File: src/rtl/apb_io_dec_pkg.sv
package apb_io_dec_pkg;
  localparam int DATA_W      = 32;
  localparam int STRB_W      = DATA_W / 8;
  localparam int SLOT_COUNT  = 7;
  localparam int STATUS_SLOT = 7;
  localparam int REGION_W    = 12;
  localparam int INDEX_W     = 4;
  localparam int WIN_LSB     = REGION_W + INDEX_W;

  // strobes from control to datapath
  typedef struct packed {
    logic [SLOT_COUNT-1:0] hit;
    logic                  statusHit;
    logic                  unmapped;
    logic                  done;
    logic                  wr;
  } decStrobe_t;

  function automatic int slotWidth(input int slot);
    case (slot)
      5:       return 16;
      6:       return 8;
      default: return DATA_W;
    endcase
  endfunction

  function automatic logic [DATA_W-1:0] widthMask(input int w);
    if (w >= DATA_W) return '1;
    return (DATA_W'(1) << w) - DATA_W'(1);
  endfunction
endpackage

File: src/rtl/apb_io_dec_ctrl.sv
module apb_io_dec_ctrl
  import apb_io_dec_pkg::*;
#(
  parameter logic [31:0] BASE_ADDR  = 32'h4000_0000,
  parameter int          READ_WAIT  = 2,
  parameter int          WRITE_WAIT = 0
) (
  input  logic                clk,
  input  logic                rstN,
  input  logic                psel,
  input  logic                penable,
  input  logic                pwrite,
  input  logic [31:REGION_W]  addrHi,
  output logic                pready,
  output logic [SLOT_COUNT-1:0] slotSel,
  output decStrobe_t          strb
);
  localparam int WAIT_MAX = (READ_WAIT > WRITE_WAIT) ? READ_WAIT : WRITE_WAIT;
  localparam int CNT_W    = $clog2(WAIT_MAX + 2);

  logic               inWin;
  logic [INDEX_W-1:0] idx;
  logic [SLOT_COUNT-1:0] hitVec;
  logic               statusHit;
  logic               accessPh;
  logic [CNT_W-1:0]   waitCnt;
  logic [CNT_W-1:0]   waitGoal;

  assign inWin     = (addrHi[31:WIN_LSB] == BASE_ADDR[31:WIN_LSB]);
  assign idx       = addrHi[WIN_LSB-1:REGION_W];
  assign statusHit = inWin && (idx == INDEX_W'(STATUS_SLOT));

  for (genvar i = 0; i < SLOT_COUNT; i++) begin : gHit
    assign hitVec[i] = inWin && (idx == INDEX_W'(i));
  end

  assign accessPh = psel && penable;
  assign waitGoal = pwrite ? CNT_W'(WRITE_WAIT) : CNT_W'(READ_WAIT);
  assign pready   = accessPh && (waitCnt == waitGoal);

  always_ff @(posedge clk or negedge rstN) begin
    if (!rstN)                   waitCnt <= '0;
    else if (accessPh && !pready) waitCnt <= waitCnt + CNT_W'(1);
    else                          waitCnt <= '0;
  end

  assign slotSel = psel ? hitVec : '0;

  always_comb begin
    strb.hit       = hitVec;
    strb.statusHit = statusHit;
    strb.unmapped  = !(|hitVec) && !statusHit;
    strb.done      = accessPh && pready;
    strb.wr        = pwrite;
  end
endmodule

File: src/rtl/apb_io_dec_datapath.sv
module apb_io_dec_datapath
  import apb_io_dec_pkg::*;
(
  input  logic                         clk,
  input  logic                         rstN,
  input  decStrobe_t                   strb,
  input  logic [DATA_W-1:0]            pwdata,
  input  logic [SLOT_COUNT*DATA_W-1:0] slotRdata,
  output logic [DATA_W-1:0]            prdata,
  output logic [DATA_W-1:0]            slotWdata,
  output logic                         faultIrq
);
  logic [SLOT_COUNT-1:0][DATA_W-1:0] maskedRd;
  logic [SLOT_COUNT-1:0][DATA_W-1:0] laneMask;
  logic [DATA_W-1:0] muxRd;
  logic [DATA_W-1:0] wrMask;
  logic              faultFlag;

  for (genvar s = 0; s < SLOT_COUNT; s++) begin : gSlot
    localparam logic [DATA_W-1:0] MASK = widthMask(slotWidth(s));
    assign laneMask[s] = MASK;
    assign maskedRd[s] = slotRdata[s*DATA_W +: DATA_W] & MASK;
  end

  always_comb begin
    muxRd  = '0;
    wrMask = '0;
    for (int s = 0; s < SLOT_COUNT; s++) begin
      if (strb.hit[s]) begin
        muxRd  = muxRd  | maskedRd[s];
        wrMask = wrMask | laneMask[s];
      end
    end
    if (strb.statusHit) muxRd = {{(DATA_W-1){1'b0}}, faultFlag};
  end

  assign prdata    = muxRd;
  assign slotWdata = pwdata & wrMask;

  always_ff @(posedge clk or negedge rstN) begin
    if (!rstN)                                              faultFlag <= 1'b0;
    else if (strb.done && strb.unmapped)                    faultFlag <= 1'b1;
    else if (strb.done && strb.statusHit && strb.wr && pwdata[0]) faultFlag <= 1'b0;
  end

  assign faultIrq = faultFlag;
endmodule

File: src/rtl/apb_io_decoder.sv
module apb_io_decoder
  import apb_io_dec_pkg::*;
#(
  parameter logic [31:0] BASE_ADDR  = 32'h4000_0000,
  parameter int          READ_WAIT  = 2,
  parameter int          WRITE_WAIT = 0
) (
  input  logic                         clk,
  input  logic                         rstN,
  input  logic                         psel,
  input  logic                         penable,
  input  logic                         pwrite,
  input  logic [31:0]                  paddr,
  input  logic [DATA_W-1:0]            pwdata,
  input  logic [STRB_W-1:0]            pstrb,
  output logic [DATA_W-1:0]            prdata,
  output logic                         pready,
  output logic [SLOT_COUNT-1:0]        slotSel,
  output logic [DATA_W-1:0]            slotWdata,
  output logic [STRB_W-1:0]            slotStrb,
  input  logic [SLOT_COUNT*DATA_W-1:0] slotRdata,
  output logic                         faultIrq
);
  decStrobe_t decStrb;
  logic       unusedOffset;

  assign unusedOffset = ^paddr[REGION_W-1:0];
  assign slotStrb     = pstrb;

  apb_io_dec_ctrl #(
    .BASE_ADDR (BASE_ADDR),
    .READ_WAIT (READ_WAIT),
    .WRITE_WAIT(WRITE_WAIT)
  ) uCtrl (
    .clk    (clk),
    .rstN   (rstN),
    .psel   (psel),
    .penable(penable),
    .pwrite (pwrite),
    .addrHi (paddr[31:REGION_W]),
    .pready (pready),
    .slotSel(slotSel),
    .strb   (decStrb)
  );

  apb_io_dec_datapath uData (
    .clk      (clk),
    .rstN     (rstN),
    .strb     (decStrb),
    .pwdata   (pwdata),
    .slotRdata(slotRdata),
    .prdata   (prdata),
    .slotWdata(slotWdata),
    .faultIrq (faultIrq)
  );
endmodule

File: config.mk
export PLATFORM = sky130hd
export DESIGN_NAME = apb_io_decoder
export DESIGN_NICKNAME = d
export VERILOG_FILES = /design/src/rtl/apb_io_dec_pkg.sv /design/src/rtl/apb_io_dec_ctrl.sv /design/src/rtl/apb_io_dec_datapath.sv /design/src/rtl/apb_io_decoder.sv
export SDC_FILE = /design/constraint.sdc
export NUM_CORES = 1
export LEC_CHECK = 0
export BUFFER_PORTS_ARGS = -buffer_cell sky130_fd_sc_hd__buf_2
export CORE_AREA = 2 2 146 148
export DETAILED_ROUTE_END_ITERATION = 10
export DIE_AREA = 0 0 148 150
export GPL_ROUTABILITY_DRIVEN = 0
export GPL_TIMING_DRIVEN = 1
export SETUP_SLACK_MARGIN = 0.1
export SLEW_MARGIN = 25
export SYNTH_ARGS = -nofsm -noshare
export SYNTH_HDL_FRONTEND = slang
export SYNTH_SLANG_ARGS = --single-unit
File: constraint.sdc
create_clock -name clk -period 1.3 [get_ports clk]
set_input_delay 0.13 -clock clk [delete_from_list [all_inputs] [get_ports clk]]
set_output_delay 0.13 -clock clk [all_outputs]
set_load 0.05 [all_outputs]
# Yosys cells after proc, flatten, opt, wreduce, memory -nomap -nowiden
# Index checks and enable logic that the tools add are counted.
[word_totals]
register_bits = 3
latchBits = 0
ram_bits = 0
rom_bits = 0
in_bits = 297
out_inout_bits = 77
word_cells = 62
n_memories = 0
[classes]
n_addsub = 1
n_mul = 0
div = 0
order_cmp = 0
n_eq_ne = 9
shifts = 0
n_mux = 20
n_bitwise = 7
n_reduce_logical = 23
[ops]
columns = ["cell", "count"]
rows = [
  ["$mux W32", 13],
  ["$or A32 B32 Y32", 4],
  ["$and A32 B32 Y32", 1],
  ["$or A32 B16 Y32", 1],
  ["$or A32 B8 Y32", 1],
  ["$logic_and A1 B1 Y1", 17],
  ["$eq A16 B15 Y1 const B", 1],
  ["$eq A4 B3 Y1 const B", 4],
  ["$mux W16", 1],
  ["$eq A4 B2 Y1 const B", 2],
  ["$mux W8", 1],
  ["$mux W7", 1],
  ["$reduce_or A7 Y1", 1],
  ["$eq A4 B1 Y1 const B", 1],
  ["$logic_not A4 Y1", 1],
  ["$mux W2", 2],
  ["$logic_not A1 Y1", 3],
  ["$add A2 B1 Y2 const B", 1],
  ["$eq A2 B2 Y1", 1],
  ["$mux W1", 2],
  ["$reduce_bool A2 Y1", 1],
]

# Longest topological paths before layout
# Gate-level depths: netlist (run 1).
[logic_depth]
ltp_word = 16
mapped_depth = 7
ltp_nobuf = 4

# Modules after synthesis
# From an unflattened synthesis (run 1), not the netlist that was laid out.
[unflattened]
cells_unflattened = 225
hier_area_um2 = 1572.8
[by_module_without_submodules]
columns = ["module", "n_inst", "cells_each", "area_each_um2", "seq_area_each_um2"]
rows = [
  ["apb_io_dec_datapath", 1, 178, 1228.7, 25.0],
  ["apb_io_dec_ctrl", 1, 43, 314.1, 50.0],
  ["apb_io_decoder", 1, 4, 30.0, 0.0],
]

# Worst setup path after synthesis (run 1)
# No wires, ideal clock.
[synth_timing]
kind = "in2out"
start = "in paddr[18]"
end = "out prdata[5]"
t_arrival_ps = 2274
required_time_ps = 1170
path_slack_ps = -1104
path_stages = 6
path_buffers = 2
path_cell_list = "nor4_1 -> nand4_1 -> buf_4 -> nand2b_4 -> buf_6 -> o32ai_1"
[synth_via]
elab_chain_len = 16
elab_cells_between_ends = 23
cone_classes = "eq/ne (1); mux (8); bitwise (6); reduce/logical (8)"
[synth_rtl]
columns = ["element", "line", "text"]
rows = [
  ["from (decl)", "apb_io_decoder.sv:13", "input logic [31:0] paddr,"],
  ["$eq A16 B15 Y1 (*)", "apb_io_dec_ctrl.sv:29", "assign inWin = (addrHi[31:WIN_LSB] == BASE_ADDR[31:WIN_LSB]);"],
  ["$logic_and A1 B1 Y1", "apb_io_dec_ctrl.sv:34", "assign hitVec[i] = inWin && (idx == INDEX_W'(i));"],
  ["$mux W32", "apb_io_dec_datapath.sv:29", "if (strb.hit[s]) begin"],
  ["$or A32 B32 Y32", "apb_io_dec_datapath.sv:30", "muxRd = muxRd | maskedRd[s];"],
  ["$mux W32", "apb_io_dec_datapath.sv:29", ""],
  ["$or A32 B32 Y32", "apb_io_dec_datapath.sv:30", ""],
  ["$mux W32", "apb_io_dec_datapath.sv:29", ""],
  ["$or A32 B32 Y32", "apb_io_dec_datapath.sv:30", ""],
  ["$mux W32", "apb_io_dec_datapath.sv:29", ""],
  ["$or A32 B32 Y32", "apb_io_dec_datapath.sv:30", ""],
  ["$mux W32", "apb_io_dec_datapath.sv:29", ""],
  ["$or A32 B16 Y32", "apb_io_dec_datapath.sv:30", ""],
  ["$mux W32", "apb_io_dec_datapath.sv:29", ""],
  ["$or A32 B8 Y32", "apb_io_dec_datapath.sv:30", ""],
  ["$mux W32", "apb_io_dec_datapath.sv:29", ""],
  ["$mux W32 (*)", "apb_io_dec_datapath.sv:34", "if (strb.statusHit) muxRd = {{(DATA_W-1){1'b0}}, faultFlag};"],
  ["to (decl)", "apb_io_decoder.sv:16", "output logic [DATA_W-1:0] prdata,"],
]
# Every way passes the cells marked *; elsewhere a longest branch is shown, timed or not.

# Worst setup path after layout (run 1)
[layout_timing]
start = "in paddr[16]"
end = "out prdata[27]"
# Same word-level chain as after synthesis.

==> reports/metrics.cfg, run 1 <==
[status]
status=complete, but fails checks
violations=negative setup slack

[power]
internal_power_w=0.00114
pwr-share-seq_pct=5.6
leakagePower_nw=3.02
p_clk_share_pct=28.8
sw_frac_of_total_pct=35.6
switchingPower_w=0.000630
powerDensity_mw_per_mm2=273
fin_total_pwr_w=0.00177
ir_worst_vdd_uv=253
p_comb_share_pct=65.5

[drt]
vias=3922
drtPass1Iterations=4
vias_per_cell=4.15
routed_wl_mm=17.1
drc=0
ant_nets=0
wl_per_cell_um=18.1
drtIter0Drc=86

[floorplanning]
start_util_pct=10.6
die_h_um=150
die-area_mm2=0.0222
pin_count=374
core-area_mm2=0.0207
rows=53
die_w_um=148

[synthesis]
yosys_warnings=0
synth_area_mm2=0.00219
seq_area_frac_synth_pct=3.43
synth.most_common_cell=and2_1
synth-seq-cells=3
synth.top_cell.area_share_pct=14.2
ys.flop_type=dfrtp_1
synth_area_leaders=mux2i_1 14%, and2_1 11%, mux2_2 10%
synth.net_count=585
syn-instance-count=288
synth-edff-count=0
async_flop_share_pct=100
syn_area_per_cell_um2=7.59
synth_area_leader_cell=mux2i_1
synth_commonest_cells=37 x and2_1, 31 x mux2i_1, 20 x mux2_2, 18 x nor3_1, 17 x nor2_1
synth_cell_types=51

[place]
dp_hpwl_mm=13.7
dp_slack_ns=-0.683
portBuffers=313

[timing]
finalCritPeriodShare_pct=138
period_needed_ns=1.79
setup_ws_ns=-0.492
final.setup_skew_ns=0.000358
final_max_slew_viol_count=0
timing.slew.headroom_pct=77.9
rsz0062_at_grt=yes
tightest_slew_ns=0.323
hold_viol_final=0
setup_violations=73
fmax_mhz=558

[global_route]
grt_max_degree=18
antenna_found_initial=0
grt_usage_pct=13.9
gr-total-overflow=0
grt_pass1_wl_mm=23.6
grt_pass1_vias=4048

[flow_run]
cap_viol_max_count=0

[worst_setup_path]
path_class=in2out
cp.arrival_ns=1.66
cp.required_ns=1.17
start_kind=input pin
endpoint_kind=output port
worstPathMaxFanout=7

[clocking]
insertion_delay_ns=0.23
htree_levels=1
clkTransAtPathRegs_ns=0.03
cts_made_buffers=3
clockRootBuffer=clkbuf_16
cts_max_path_buffers=2
cts_tree=yes
cts.sink_count=3

[layout]
fin_nets=969
syn2layout_area_growth_pct=196
drive_gt1_share_pct=84.4
diodes=0

[worst_hold_path]
hold_class=in2reg

[flip-flops by register name, indices dropped and copies added (netlist names)]
signal	cells
uCtrl.waitCnt	2
uData.faultIrq	1
[worst paths after layout]
check,start,to,slack (ns),cells after the start
hold reg to reg,uCtrl.waitCnt[0],uCtrl.waitCnt[0],0.55,2
setup reg to reg,uCtrl.waitCnt[1],uData.faultIrq,-0.12,5
min in group asynchronous,rstN,uCtrl.waitCnt[0],0.24,2
setup / recovery,paddr[16],prdata[27],-0.49,9
max in group asynchronous,rstN,uData.faultIrq,0.96,2
hold / removal,penable,uCtrl.waitCnt[0],0.19,3
[cells in the final DEF (no fill, tap or decap), drive strengths merged, types with 3 or more instances in the layout]
cell type	Yosys	final
clkbuf	8	6
and2	37	37
nor2	17	17
a21oi	13	13
buf	24	408
nand3b	3	3
o21ai	5	5
nand2b	6	6
nand2	10	10
a221oi	3	3
and3	3	3
a211oi	7	7
a22o	5	5
nor3	19	19
nor4	6	6
mux2	20	20
a221o	14	14
a32oi	4	4
mux2i	31	31
o22ai	7	7
nor3b	4	4
mux4	4	4
o2bb2ai	3	3
a22oi	5	5
dfrtp	3	3
[cell type report]
cell class,count,area [um^2]
Timing Repair Buffer,411,3330
Multi-Input combinational cell,249,2630
Sequential cell,3,75.1
Tap cell,275,344
Fill cell,2126,14200
Clock buffer,4,78.8
Inverter,4,22.5
[metal layers]
metal	vias to the layer above	wire length (um)	global-route usage, %
li1	1883	-	-
met3	13	852	1.49
met5	-	0	0
met1	1856	6910	16.3
met4	0	191	2.57
met2	170	9190	27.1
[cell families (layout without fill, tap and decap cells)]
| family | after synthesis | count (layout) | synth area share, % |
|---|---|---|---|
| AND/OR/NAND/NOR | 119 | 119 | 32.0 |
| AO/OA/AOI/OAI | 74 | 74 | 26.5 |
| multiplexers | 55 | 55 | 28.6 |
| buffers and inverters | 36 | 419 | 8.98 |
| flip-flops | 3 | 3 | 3.43 |
| XOR/XNOR | 1 | 1 | 0.401 |
[stage by stage]
step,std cells,setup TNS [ns],area (um^2),hold WS [ns],utilization (%)
2_1_floorplan,288,-14.27,2720,-0.166,-
3_3_place_gp,923,-37.44,5110,-0.0722,24.7
3_5_place_dp,923,-37.92,5110,-0.0726,24.7
4_1_cts,942,-28.37,6190,0.182,29.9
5_1_grt,946,-32.55,6480,0.231,31.3
6_report,946,-27.59,6480,0.192,31.3
[power by group through the flow]
| stage | logic [W] | registers [W] | clock network, W |
|---|---|---|---|
| 2_1_floorplan | 0.000455 | 0.000105 | 0 |
| 3_3_place_gp | 0.00103 | 0.000100 | 0 |
| 3_5_place_dp | 0.00104 | 0.000101 | 0 |
| 4_1_cts | 0.00114 | 0.0000998 | 0.000516 |
| 5_1_grt | 0.00125 | 0.000100 | 0.000526 |
| 6_report | 0.00116 | 0.0000998 | 0.000509 |
[timing repair]
item,4_1_cts,5_1_grt
buffers inserted,13,2
hold endpoints to repair,3,0
cloned,1,3
setup endpoints to repair,73,73
pin swaps,31,26
hold buffers,1,0
resized for setup,247,52
[worst max-delay path, cell delays in order]
cell and delay [ns]:
buf_2 0.10, nor4_2 0.25, nand4_1 0.14, buf_6 0.17
buf_16 0.15, nand2b_4 0.20, buf_12 0.16, o22ai_4 0.16
buf_6 0.19
No activity file was read; power rests on OpenSTA's default activity.
==> run 2, diff against run 1 <==
--- a/config.mk
+++ b/config.mk
@@ -5,10 +5,12 @@
 export SDC_FILE = /design/constraint.sdc
 export NUM_CORES = 1
 export LEC_CHECK = 0
+export ABC_AREA = 1
 export BUFFER_PORTS_ARGS = -buffer_cell sky130_fd_sc_hd__buf_2
-export CORE_AREA = 2 2 146 148
+export CORE_AREA = 2 2 145 147
+export CTS_BUF_LIST = sky130_fd_sc_hd__clkbuf_4
 export DETAILED_ROUTE_END_ITERATION = 10
-export DIE_AREA = 0 0 148 150
+export DIE_AREA = 0 0 147 149
 export GPL_ROUTABILITY_DRIVEN = 0
 export GPL_TIMING_DRIVEN = 1
 export SETUP_SLACK_MARGIN = 0.1
==> run 2 against run 1 <==
  * The run still ends with negative setup slack left
  * Die area decreased by 1.3%
  * Worst setup slack gained 0.035 ns
  * Wire length decreased by 4.6%
  * Register-to-register slack better by 0.26 ns
  * Global-route usage fell by 0.66 points
  * Clock-buffer cell count stayed put
  * Flip-flop and latch count unchanged
  * Clock power decreased by 63%
  * Non-clock buffer count shrank 25
  * Sequential power shrank 1%
  * Final cell count increased by 14%
  * Synthesized area down 5.7%
  * Largest power group unchanged
==> reports/metrics.cfg, run 2 <==
[floorplanning]
pin_count=374  ; unchanged
die-area_mm2=0.0219  ; -1.3%
start_util_pct=10.0  ; -0.53 points
rows=53  ; unchanged
die_h_um=149  ; -0.67%
core-area_mm2=0.0206  ; -0.64%
die_w_um=147  ; -0.68%

[worst_setup_path]
crit_chain=buf_6 -> nor2_4 -> nand2_2 -> nor2_4 -> nand2_4 -> nor3_4 -> buf_6 -> nor2_2 -> and2_4 -> buf_12 -> nor2_4 -> buf_6
slowest_stage=and2_4
worstPathMaxFanout=8  ; +1
cp.arrival_ns=1.63  ; -0.03 ns
critical-path-top-delay-family=simple AND/OR/NAND/NOR gates
cp.required_ns=1.17  ; about the same
endpoint_kind=output port
cpPeakStageDelay_ns=0.18  ; -0.07 ns
path_class=in2out
start_kind=input pin
cp.buffers_inverters=4  ; -1

[synthesis]
synth-edff-count=0  ; unchanged
synth.most_common_cell=nand2_1
synth-seq-cells=3  ; unchanged
syn_area_per_cell_um2=4.76  ; -37%
synth_area_leader_cell=nand2_1
synth_area_mm2=0.00206  ; -5.7%
synth_commonest_cells=143 x nand2_1, 83 x nor2_1, 76 x inv_1, 30 x a21oi_1, 26 x a22oi_1
synth.top_cell.area_share_pct=26.0  ; +12 points
yosys_warnings=0  ; unchanged
seq_area_frac_synth_pct=3.64  ; +0.21 points
synth_cell_types=24  ; -53%
syn-instance-count=433  ; +50%
synth.net_count=730  ; +25%
synth_area_leaders=nand2_1 26%, nor2_1 15%, inv_1 14%
async_flop_share_pct=100  ; unchanged
ys.flop_type=dfrtp_1

[timing]
setup_violations=72  ; -1.4%
final_max_slew_viol_count=0  ; unchanged
hold_viol_final=0  ; unchanged
period_needed_ns=1.76  ; -0.0352 ns
fmax_mhz=569  ; +2.0%
final.setup_skew_ns=0.00280  ; +0.00244 ns
setup_ws_ns=-0.457  ; +0.0352 ns
finalCritPeriodShare_pct=135  ; -2.7 points
timing.slew.headroom_pct=62.0  ; -16 points
tightest_slew_ns=0.568  ; +0.246 ns
rsz0062_at_grt=yes

[layout]
drive_gt1_share_pct=73.5  ; -11 points
final_util_pct=31.8  ; +0.46 points
final_common_cell=buf_2
final_cell_mix=232 x buf_2, 70 x nand2_1, 63 x inv_1
syn2layout_area_growth_pct=217
design_area_mm2=0.00654  ; +0.83%
diodes=0  ; unchanged
final_cells=1078  ; +14%
fin_nets=1101  ; +14%
largest_reg_flops=2  ; unchanged
top_register=uCtrl.waitCnt

[place]
dp_slack_ns=-0.608  ; +0.0750 ns
portBuffers=313  ; unchanged
dp_hpwl_mm=10.9  ; -20%
placed_cells=1042  ; +13%
placed_cell_area_mm2=0.00479  ; -6.2%

[drt]
ant_nets=0  ; unchanged
vias=4224  ; +7.7%
routed_wl_mm=16.4  ; -4.6%
drtIter0Drc=220  ; +160%
drtPass1Iterations=4  ; unchanged
vias_per_cell=3.92  ; -5.5%
wl_per_cell_um=15.2  ; -16%
drc=0  ; unchanged

[global_route]
grt_max_degree=29  ; +11
gr-total-overflow=0  ; unchanged
grt_pass1_wl_mm=22.5  ; -4.9%
antenna_found_initial=0  ; unchanged
grt_pass1_vias=4137  ; +2.2%
grt_usage_pct=13.2  ; -0.66 points

[clocking]
cts_max_path_buffers=2  ; unchanged
insertion_delay_ns=0.23  ; about the same
cts_made_buffers=3  ; unchanged
clkTransAtPathRegs_ns=0.04  ; about the same
clockRootBuffer=clkbuf_4
htree_levels=1  ; unchanged
cts_tree=yes
cts.sink_count=3  ; unchanged

[flow_run]
cap_viol_max_count=0  ; unchanged

[status]
violations=negative setup slack
status=complete, but fails checks

[power]
powerDensity_mw_per_mm2=139  ; -49%
ir_worst_vdd_uv=169  ; -33%
leakagePower_nw=3.50  ; +16%

[worst_hold_path]
hold_class=in2async

-- run 2: changes by cell type after synthesis, moves of 20 or more --
| cell | change |
|---|---|
| a22oi_1 | +21 |
| and2_1 | -37 |
| inv_1 | +72 |
| mux2_2 | -20 |
| mux2i_1 | -31 |
| nand2_1 | +133 |
| nand3_1 | +21 |
| nor2_1 | +66 |
-- run 2: per-stage QoR --
| stage | hold WS (ns) | TNS [ns] | power (W) |
|---|---|---|---|
| 3_3_place_gp | -0.0685 | -31.08 | 0.000621 |
| 6_report | 0.229 | -25.39 | 0.000911 |
| 2_1_floorplan | -0.166 | -13.32 | 0.000241 |
| 5_1_grt | 0.247 | -30.65 | 0.000978 |
| 4_1_cts | 0.213 | -23.04 | 0.000889 |
| 3_5_place_dp | -0.0645 | -33.47 | 0.000627 |
-- run 2: cell families (layout without fill, tap and decap cells) --
group / after synthesis / count (layout) / synth area share (%)
AOI/OAI and AO/OA: 60 / 61 / 18.4
buffers and inverters: 99 / 468 / 20.4
and+or+nand+nor: 271 / 271 / 57.6
DFF: 3 / 3 / 3.64
-- run 2: what timing repair did --
item                                   CTS  global route
buffers inserted                        19             5
gates resized for setup                299            63
cloned                                   8             2
endpoints found under the hold margin    3             0
pin swaps                               33            20
hold buffers                             1             0
setup endpoints to repair               73            73
-- run 2: worst register-to-register path, stage by stage (launching register included) --
cell and delay (ns):
dfrtp_1 0.39, a21oi_2 0.16, o21ai_2 0.09, nor2_4 0.14
nand3_1 0.11, o21ai_2 0.12, nand2_1 0.06
-- run 2: area by class of cell --
cell class,instances,area (um^2)
fillers,2154,14000
repair buffers,386,3240
multi-input cells,332,2480
inverters,78,360
well taps,275,344
flip-flops and latches,3,75.1
clock buffers,4,30.0
-- run 2: report_power, final --
group,internal (W),switching (W),leakage (nW)
clock,0.000136,0.0000524,0.0184
sequential,0.0000963,0.00000228,0.0361
combinational,0.000344,0.000280,3.45
total,0.000576,0.000335,3.50
-- run 2: final timing paths --
kind	end	slack, ns	from	cells past startpoint
max reg2reg	uData.faultIrq	0.14	uCtrl.waitCnt[1]	6
max in group asynchronous	uCtrl.waitCnt[0]	0.95	rstN	2
min in group clk	uData.faultIrq	0.23	pwdata[0]	4
min reg2reg	uCtrl.waitCnt[0]	0.49	uCtrl.waitCnt[0]	1
min	uCtrl.waitCnt[1]	0.23	rstN	2
max	slotWdata[17]	-0.46	paddr[21]	12
-- run 2: routing by layer --
metal	share of wire (%)	GRT usage (%)	wire, um	vias to the layer above
met5	0	0	0	-
met4	2.1	2.21	343	0
met3	5.6	1.38	923	31
met2	52	24.7	8550	201
met1	40	16.6	6540	1916
li1	-	-	-	2076
